## src/rtl/rbd_pkg.sv

```systemverilog
package rbd_pkg;
  localparam int DEF_ROWS    = 4;
  localparam int DEF_LIMIT_W = 8;
  localparam int DEF_ADDR_W  = 31;
  localparam int DEF_GRAN    = 24;

  function automatic int imax(input int a, input int b);
    return (a > b) ? a : b;
  endfunction
endpackage

```

## src/rtl/rbd_reset_sync.sv

```systemverilog
module rbd_reset_sync (
  input  logic clk,
  input  logic rst_n,
  output logic rst_int_n
);
  logic [1:0] sync_q;

  always_ff @(posedge clk or negedge rst_n) begin
    if (!rst_n) sync_q <= 2'b00;
    else        sync_q <= {sync_q[0], 1'b1};
  end

  assign rst_int_n = sync_q[1];
endmodule

```

## src/rtl/rbd_bound_regs.sv

```systemverilog
module rbd_bound_regs #(
  parameter int ROWS    = 4,
  parameter int LIMIT_W = 8,
  localparam int SEL_W  = (ROWS > 1) ? $clog2(ROWS) : 1
) (
  input  logic                           clk,
  input  logic                           rst_int_n,
  input  logic                           wr_en,
  input  logic [SEL_W-1:0]               wr_row,
  input  logic [LIMIT_W-1:0]             wr_byte,
  output logic [ROWS-1:0][LIMIT_W-1:0]   lim_q
);
  logic [ROWS-1:0][LIMIT_W-1:0] lim_d;
  logic [ROWS-1:0]              lim_ce;

  always_comb begin
    for (int i = 0; i < ROWS; i++) begin
      lim_ce[i] = wr_en && (wr_row == SEL_W'(i));
      lim_d[i]  = wr_byte;
    end
  end

  for (genvar g = 0; g < ROWS; g++) begin : g_reg
    always_ff @(posedge clk or negedge rst_int_n) begin
      if (!rst_int_n)    lim_q[g] <= '0;
      else if (lim_ce[g]) lim_q[g] <= lim_d[g];
    end
  end
endmodule

```

## src/rtl/rbd_row_window.sv

```systemverilog
module rbd_row_window #(
  parameter int CMP_W = 8
) (
  input  logic [CMP_W-1:0] base,
  input  logic [CMP_W-1:0] limit,
  input  logic [CMP_W-1:0] addr_hi,
  output logic             hit,
  output logic             empty
);
  always_comb begin
    empty = (limit <= base);
    hit   = !empty && (addr_hi >= base) && (addr_hi < limit);
  end
endmodule

```

## src/rtl/row_boundary_decoder.sv

```systemverilog
module row_boundary_decoder
  import rbd_pkg::*;
#(
  parameter int ROWS    = DEF_ROWS,
  parameter int LIMIT_W = DEF_LIMIT_W,
  parameter int ADDR_W  = DEF_ADDR_W,
  parameter int GRAN    = DEF_GRAN,
  localparam int SEL_W  = (ROWS > 1) ? $clog2(ROWS) : 1
) (
  input  logic               clk,
  input  logic               rst_n,
  input  logic               wr_en,
  input  logic [SEL_W-1:0]   wr_row,
  input  logic [LIMIT_W-1:0] wr_byte,
  input  logic [ADDR_W-1:0]  addr,
  output logic [ROWS-1:0]    row_cs,
  output logic               miss,
  output logic [ROWS-1:0]    row_empty
);
  localparam int HI_W  = ADDR_W - GRAN;
  localparam int CMP_W = imax(HI_W, LIMIT_W);

  logic                         rst_int_n;
  logic [ROWS-1:0][LIMIT_W-1:0] lim_q;
  logic [CMP_W-1:0]             addr_hi;
  logic [ROWS:0][CMP_W-1:0]     run_max;
  logic                         unused_addr_lo;

  assign unused_addr_lo = ^addr[GRAN-1:0];
  assign addr_hi        = CMP_W'(addr[ADDR_W-1:GRAN]);

  rbd_reset_sync u_rst (
    .clk       (clk),
    .rst_n     (rst_n),
    .rst_int_n (rst_int_n)
  );

  rbd_bound_regs #(.ROWS(ROWS), .LIMIT_W(LIMIT_W)) u_regs (
    .clk       (clk),
    .rst_int_n (rst_int_n),
    .wr_en     (wr_en),
    .wr_row    (wr_row),
    .wr_byte   (wr_byte),
    .lim_q     (lim_q)
  );

  assign run_max[0] = '0;

  for (genvar g = 0; g < ROWS; g++) begin : g_row
    logic [CMP_W-1:0] lim_ext;
    assign lim_ext = CMP_W'(lim_q[g]);
    assign run_max[g+1] = (lim_ext > run_max[g]) ? lim_ext : run_max[g];

    rbd_row_window #(.CMP_W(CMP_W)) u_win (
      .base    (run_max[g]),
      .limit   (lim_ext),
      .addr_hi (addr_hi),
      .hit     (row_cs[g]),
      .empty   (row_empty[g])
    );
  end

  assign miss = (addr_hi >= run_max[ROWS]);
endmodule

```

## config.mk

```make
export PLATFORM = sky130hd
export DESIGN_NAME = row_boundary_decoder
export DESIGN_NICKNAME = d
export VERILOG_FILES = /design/src/rtl/rbd_pkg.sv /design/src/rtl/rbd_reset_sync.sv /design/src/rtl/rbd_bound_regs.sv /design/src/rtl/rbd_row_window.sv /design/src/rtl/row_boundary_decoder.sv
export SDC_FILE = /design/constraint.sdc
export NUM_CORES = 1
export LEC_CHECK = 0
export ABC_AREA = 0
export ABC_CLOCK_PERIOD_IN_PS = 9100
export BUFFER_PORTS_ARGS = -buffer_cell sky130_fd_sc_hd__clkbuf_2
export CAP_MARGIN = 25
export CORE_AREA = 4 4 103 105
export DETAILED_ROUTE_END_ITERATION = 16
export DIE_AREA = 0 0 107 109
export MAX_ROUTING_LAYER = met4
export PLACE_DENSITY_LB_ADDON = 0.05
export SKIP_CTS_REPAIR_TIMING = 1
export SYNTH_ARGS = -nofsm -noshare
export SYNTH_HDL_FRONTEND = slang
export SYNTH_SLANG_ARGS = --single-unit
```

## constraint.sdc

```tcl
create_clock -name clk -period 9.1 [get_ports clk]
set_clock_uncertainty 0.05 [all_clocks]
set_input_delay 0.455 -clock clk [delete_from_list [all_inputs] [get_ports clk]]
set_output_delay 0.455 -clock clk [all_outputs]
set_load 0.1 [all_outputs]
```

==> impl_metrics.py <==
metrics = {
    "logic_synthesis": {
        "synth_edf_count": 0,
        "async_reset_ff_share_pct": 100.0,
        "avgSynthCellArea_sq_um": 9.721,
        "synth_area_sq_mm": 0.003334,
        "syn_nets": 459,
        "yosysTopAreaCell": "ha_1",
        "netlist.area_leader.share_pct": 27.02,
        "yosys-top-cells-count": "ha_1, inv_1, dfrtp_1",
        "synth.distinct_cells": 50,
        "synthFlopType": "dfrtp_1",
        "netlist_top_cells_area": "ha_1, dfrtp_1, mux2_2, inv_1, a21oi_1",
        "synth_warnings": 0,
        "synth_seq_cells": 34,
        "synth.most_common_cell": "ha_1",
        "netlist_instances": 343,
        "ys_seq_area_share_pct": 25.52,
    },
    "setup_path": {
        "r2r-end": "u_regs.lim_q[0]$_DFFE_PN0P_",
        "path_class": "flop to primary output",
        "crit_path_frequent_cell": "ha_1",
        "critPathLaunchType": "flop",
        "slowest_stage": "a22o_1",
        "arrival_ns": 7.63,
        "worstRegToRegCells": 1,
        "endpoint_kind": "primary output",
        "r2r-start": "u_regs.lim_q[0]$_DFFE_PN0P_",
        "worst-path-max-fanout": 19,
        "r2r_slack_ns": 8.19,
        "required_ns": 8.60,
        "max_stage_delay_ns": 0.61,
    },
    "timing": {
        "post-route-min-period_ns": 8.130,
        "max_freq_mhz": 123.0,
        "tightest_slew_ns": 0.7391,
        "slew_viol_final": 0,
        "finalSetupTns_ns": 0,
        "setup_violations": 0,
        "whs_ns": 0.2235,
        "rsz0062_at_grt": "no",
        "hold_viol": 0,
        "period_share_pct": 89.35,
        "slew-limit-headroom_pct": 50.73,
    },
    "routing": {
        "vias_per_cell": 5.180,
        "totalWireLength_mm": 8.287,
        "ant_nets": 0,
        "routed-via-count": 2590,
        "drtIter0Drc": 60,
        "drcViolationCount": 0,
        "firstDrtPassIters": 4,
        "wl_per_cell_um": 16.57,
    },
    "die": {
        "initial_utilization_pct": 34.59,
        "pin_count": 53,
        "die_area_sq_mm": 0.01166,
        "die_h_um": 109,
        "rows": 36,
        "core_sq_mm": 0.009639,
        "die_w_um": 107,
    },
    "power": {
        "p_leak_nw": 1.749,
        "ir_drop_mv": 0.1509,
        "p_per_area_mw_per_mm2": 310.3,
    },
    "layout": {
        "nFillCells": 1036,
        "layout-drive-gt1-share_pct": 19.89,
        "nets": 483,
        "stdcell_count": 500,
        "final_area_sq_mm": 0.003630,
        "synthToLayoutAreaGrowth_pct": 8.855,
        "diodes": 0,
    },
    "min_path": {
        "hold_path_class": "flop to asynchronous set/reset pin",
    },
    "global_route": {
        "antenna_found_initial": 0,
        "track_usage_pct": 15.92,
        "grt_pass1_wl_mm": 14.07,
        "grt-ovfl-total": 0,
        "grt_max_degree": 33,
        "grt_pass1_vias": 2748,
    },
    "run": {
        "cap_viol_max_count": 0,
    },
    "placement": {
        "dpl_cell_area_sq_mm": 0.003543,
        "numPortBuffers": 28,
        "globalplace.congestion": 0.7610,
        "dpl.hpwl_mm": 6.916,
        "dp_cells": 492,
    },
    "clock_tree": {
        "cts_sinks": 34,
        "root_buffer": "clkbuf_8",
        "cts_tree": "yes",
        "insertion_delay_ns": 0.28,
        "htree_levels": 2,
        "path_clk_slew_ns": 0.07,
        "cts_buffer_depth": 2,
        "numCtsBuffers": 5,
    },
    "status": {
        "status": "finished, final reports clean",
    },
}
## logic make-up (layout without fill, tap and decap cells)
family          after synthesis  after routing  share of synthesized area, %
compound gates               86             86                         17.45
fa+ha+maj                    72             72                         27.02
buf+inv                      50             74                         7.429
flops                        34             34                         25.52
mux                          38             38                         12.57
other cells                   1              1                        0.1125
simple gates                 62             62                         9.907
## layer usage
| metal | global-route usage [%] | routed length (um) |
|---|---|---|
| met1 | 21.18 | 4054 |
| met2 | 25.63 | 3839 |
| met3 | 2.131 | 263 |
| met4 | 4.292 | 129 |
| met5 | - | 0 |
## flip-flops by register name, indices dropped and copies added, names as in the netlist
signal / cells
u_regs.lim_q: 32
u_rst.sync_q: 2
## power by group
part	internal (mW)	total (mW)	switching (mW)
registers	0.178	0.208	0.0297
logic	0.291	0.812	0.521
clock network	0.0527	0.106	0.0535
## worst max-delay path: cells and delay by family, from the launching register on
family                     cells  cell delay (ns)
muxes                          2             0.83
and+or+nand+nor                8             1.31
adders and majority gates      4             1.18
DFF                            1             0.35
buffers and inverters          4             0.86
AOI/OAI and AO/OA             11             2.80
## cell usage in the layout (no fill, tap or decap), drive strengths merged, types with 3 or more instances in the layout
cell type / instances
a211oi: 8
a21o: 6
a21oi: 24
a221o: 6
clkbuf: 35
dfrtp: 34
ha: 72
inv: 36
mux2: 31
mux2i: 7
nand2: 14
nand2b: 7
nand4: 6
nor2: 9
nor2b: 3
nor3: 9
o2111ai: 3
o21a: 3
o21ai: 20
o31a: 3
or2: 3
## metrics by stage
| step | utilization, % | total power [mW] | setup slack [ns] |
|---|---|---|---|
| global placement | 36.76 | 1.026 | 1.274 |
| floorplan | - | 0.9150 | 2.417 |
| finish | 37.66 | 1.126 | 0.9696 |
| CTS | 37.55 | 1.145 | 0.9136 |
| detailed placement | 36.76 | 1.031 | 1.248 |
| global route | 37.66 | 1.255 | 0.4675 |
## how the worst max path moves through the flow
stage,startpoint,end,slack (ns),depth (start not counted)
2_1_floorplan,u_regs.lim_q[1]$_DFFE_PN0P_,miss,2.42,30
3_3_place_gp,u_regs.lim_q[1]$_DFFE_PN0P_,miss,1.27,29
3_5_place_dp,u_regs.lim_q[1]$_DFFE_PN0P_,miss,1.25,29
4_1_cts,u_regs.lim_q[1]$_DFFE_PN0P_,miss,0.91,29
5_1_grt,u_regs.lim_q[1]$_DFFE_PN0P_,miss,0.47,29
6_report,u_regs.lim_q[1]$_DFFE_PN0P_,miss,0.97,29
## area by class of cell
class	instances	area, sq um	share of cell area (%)
clock buffers	7	76.32	2.103
inverters	36	135.1	3.723
multi-input cells	259	2236	61.60
flip-flops and latches	34	850.8	23.44
well taps	133	166.4	4.585
repair buffers	31	165.2	4.550
Note: power is estimated with default switching activity, not from simulation.
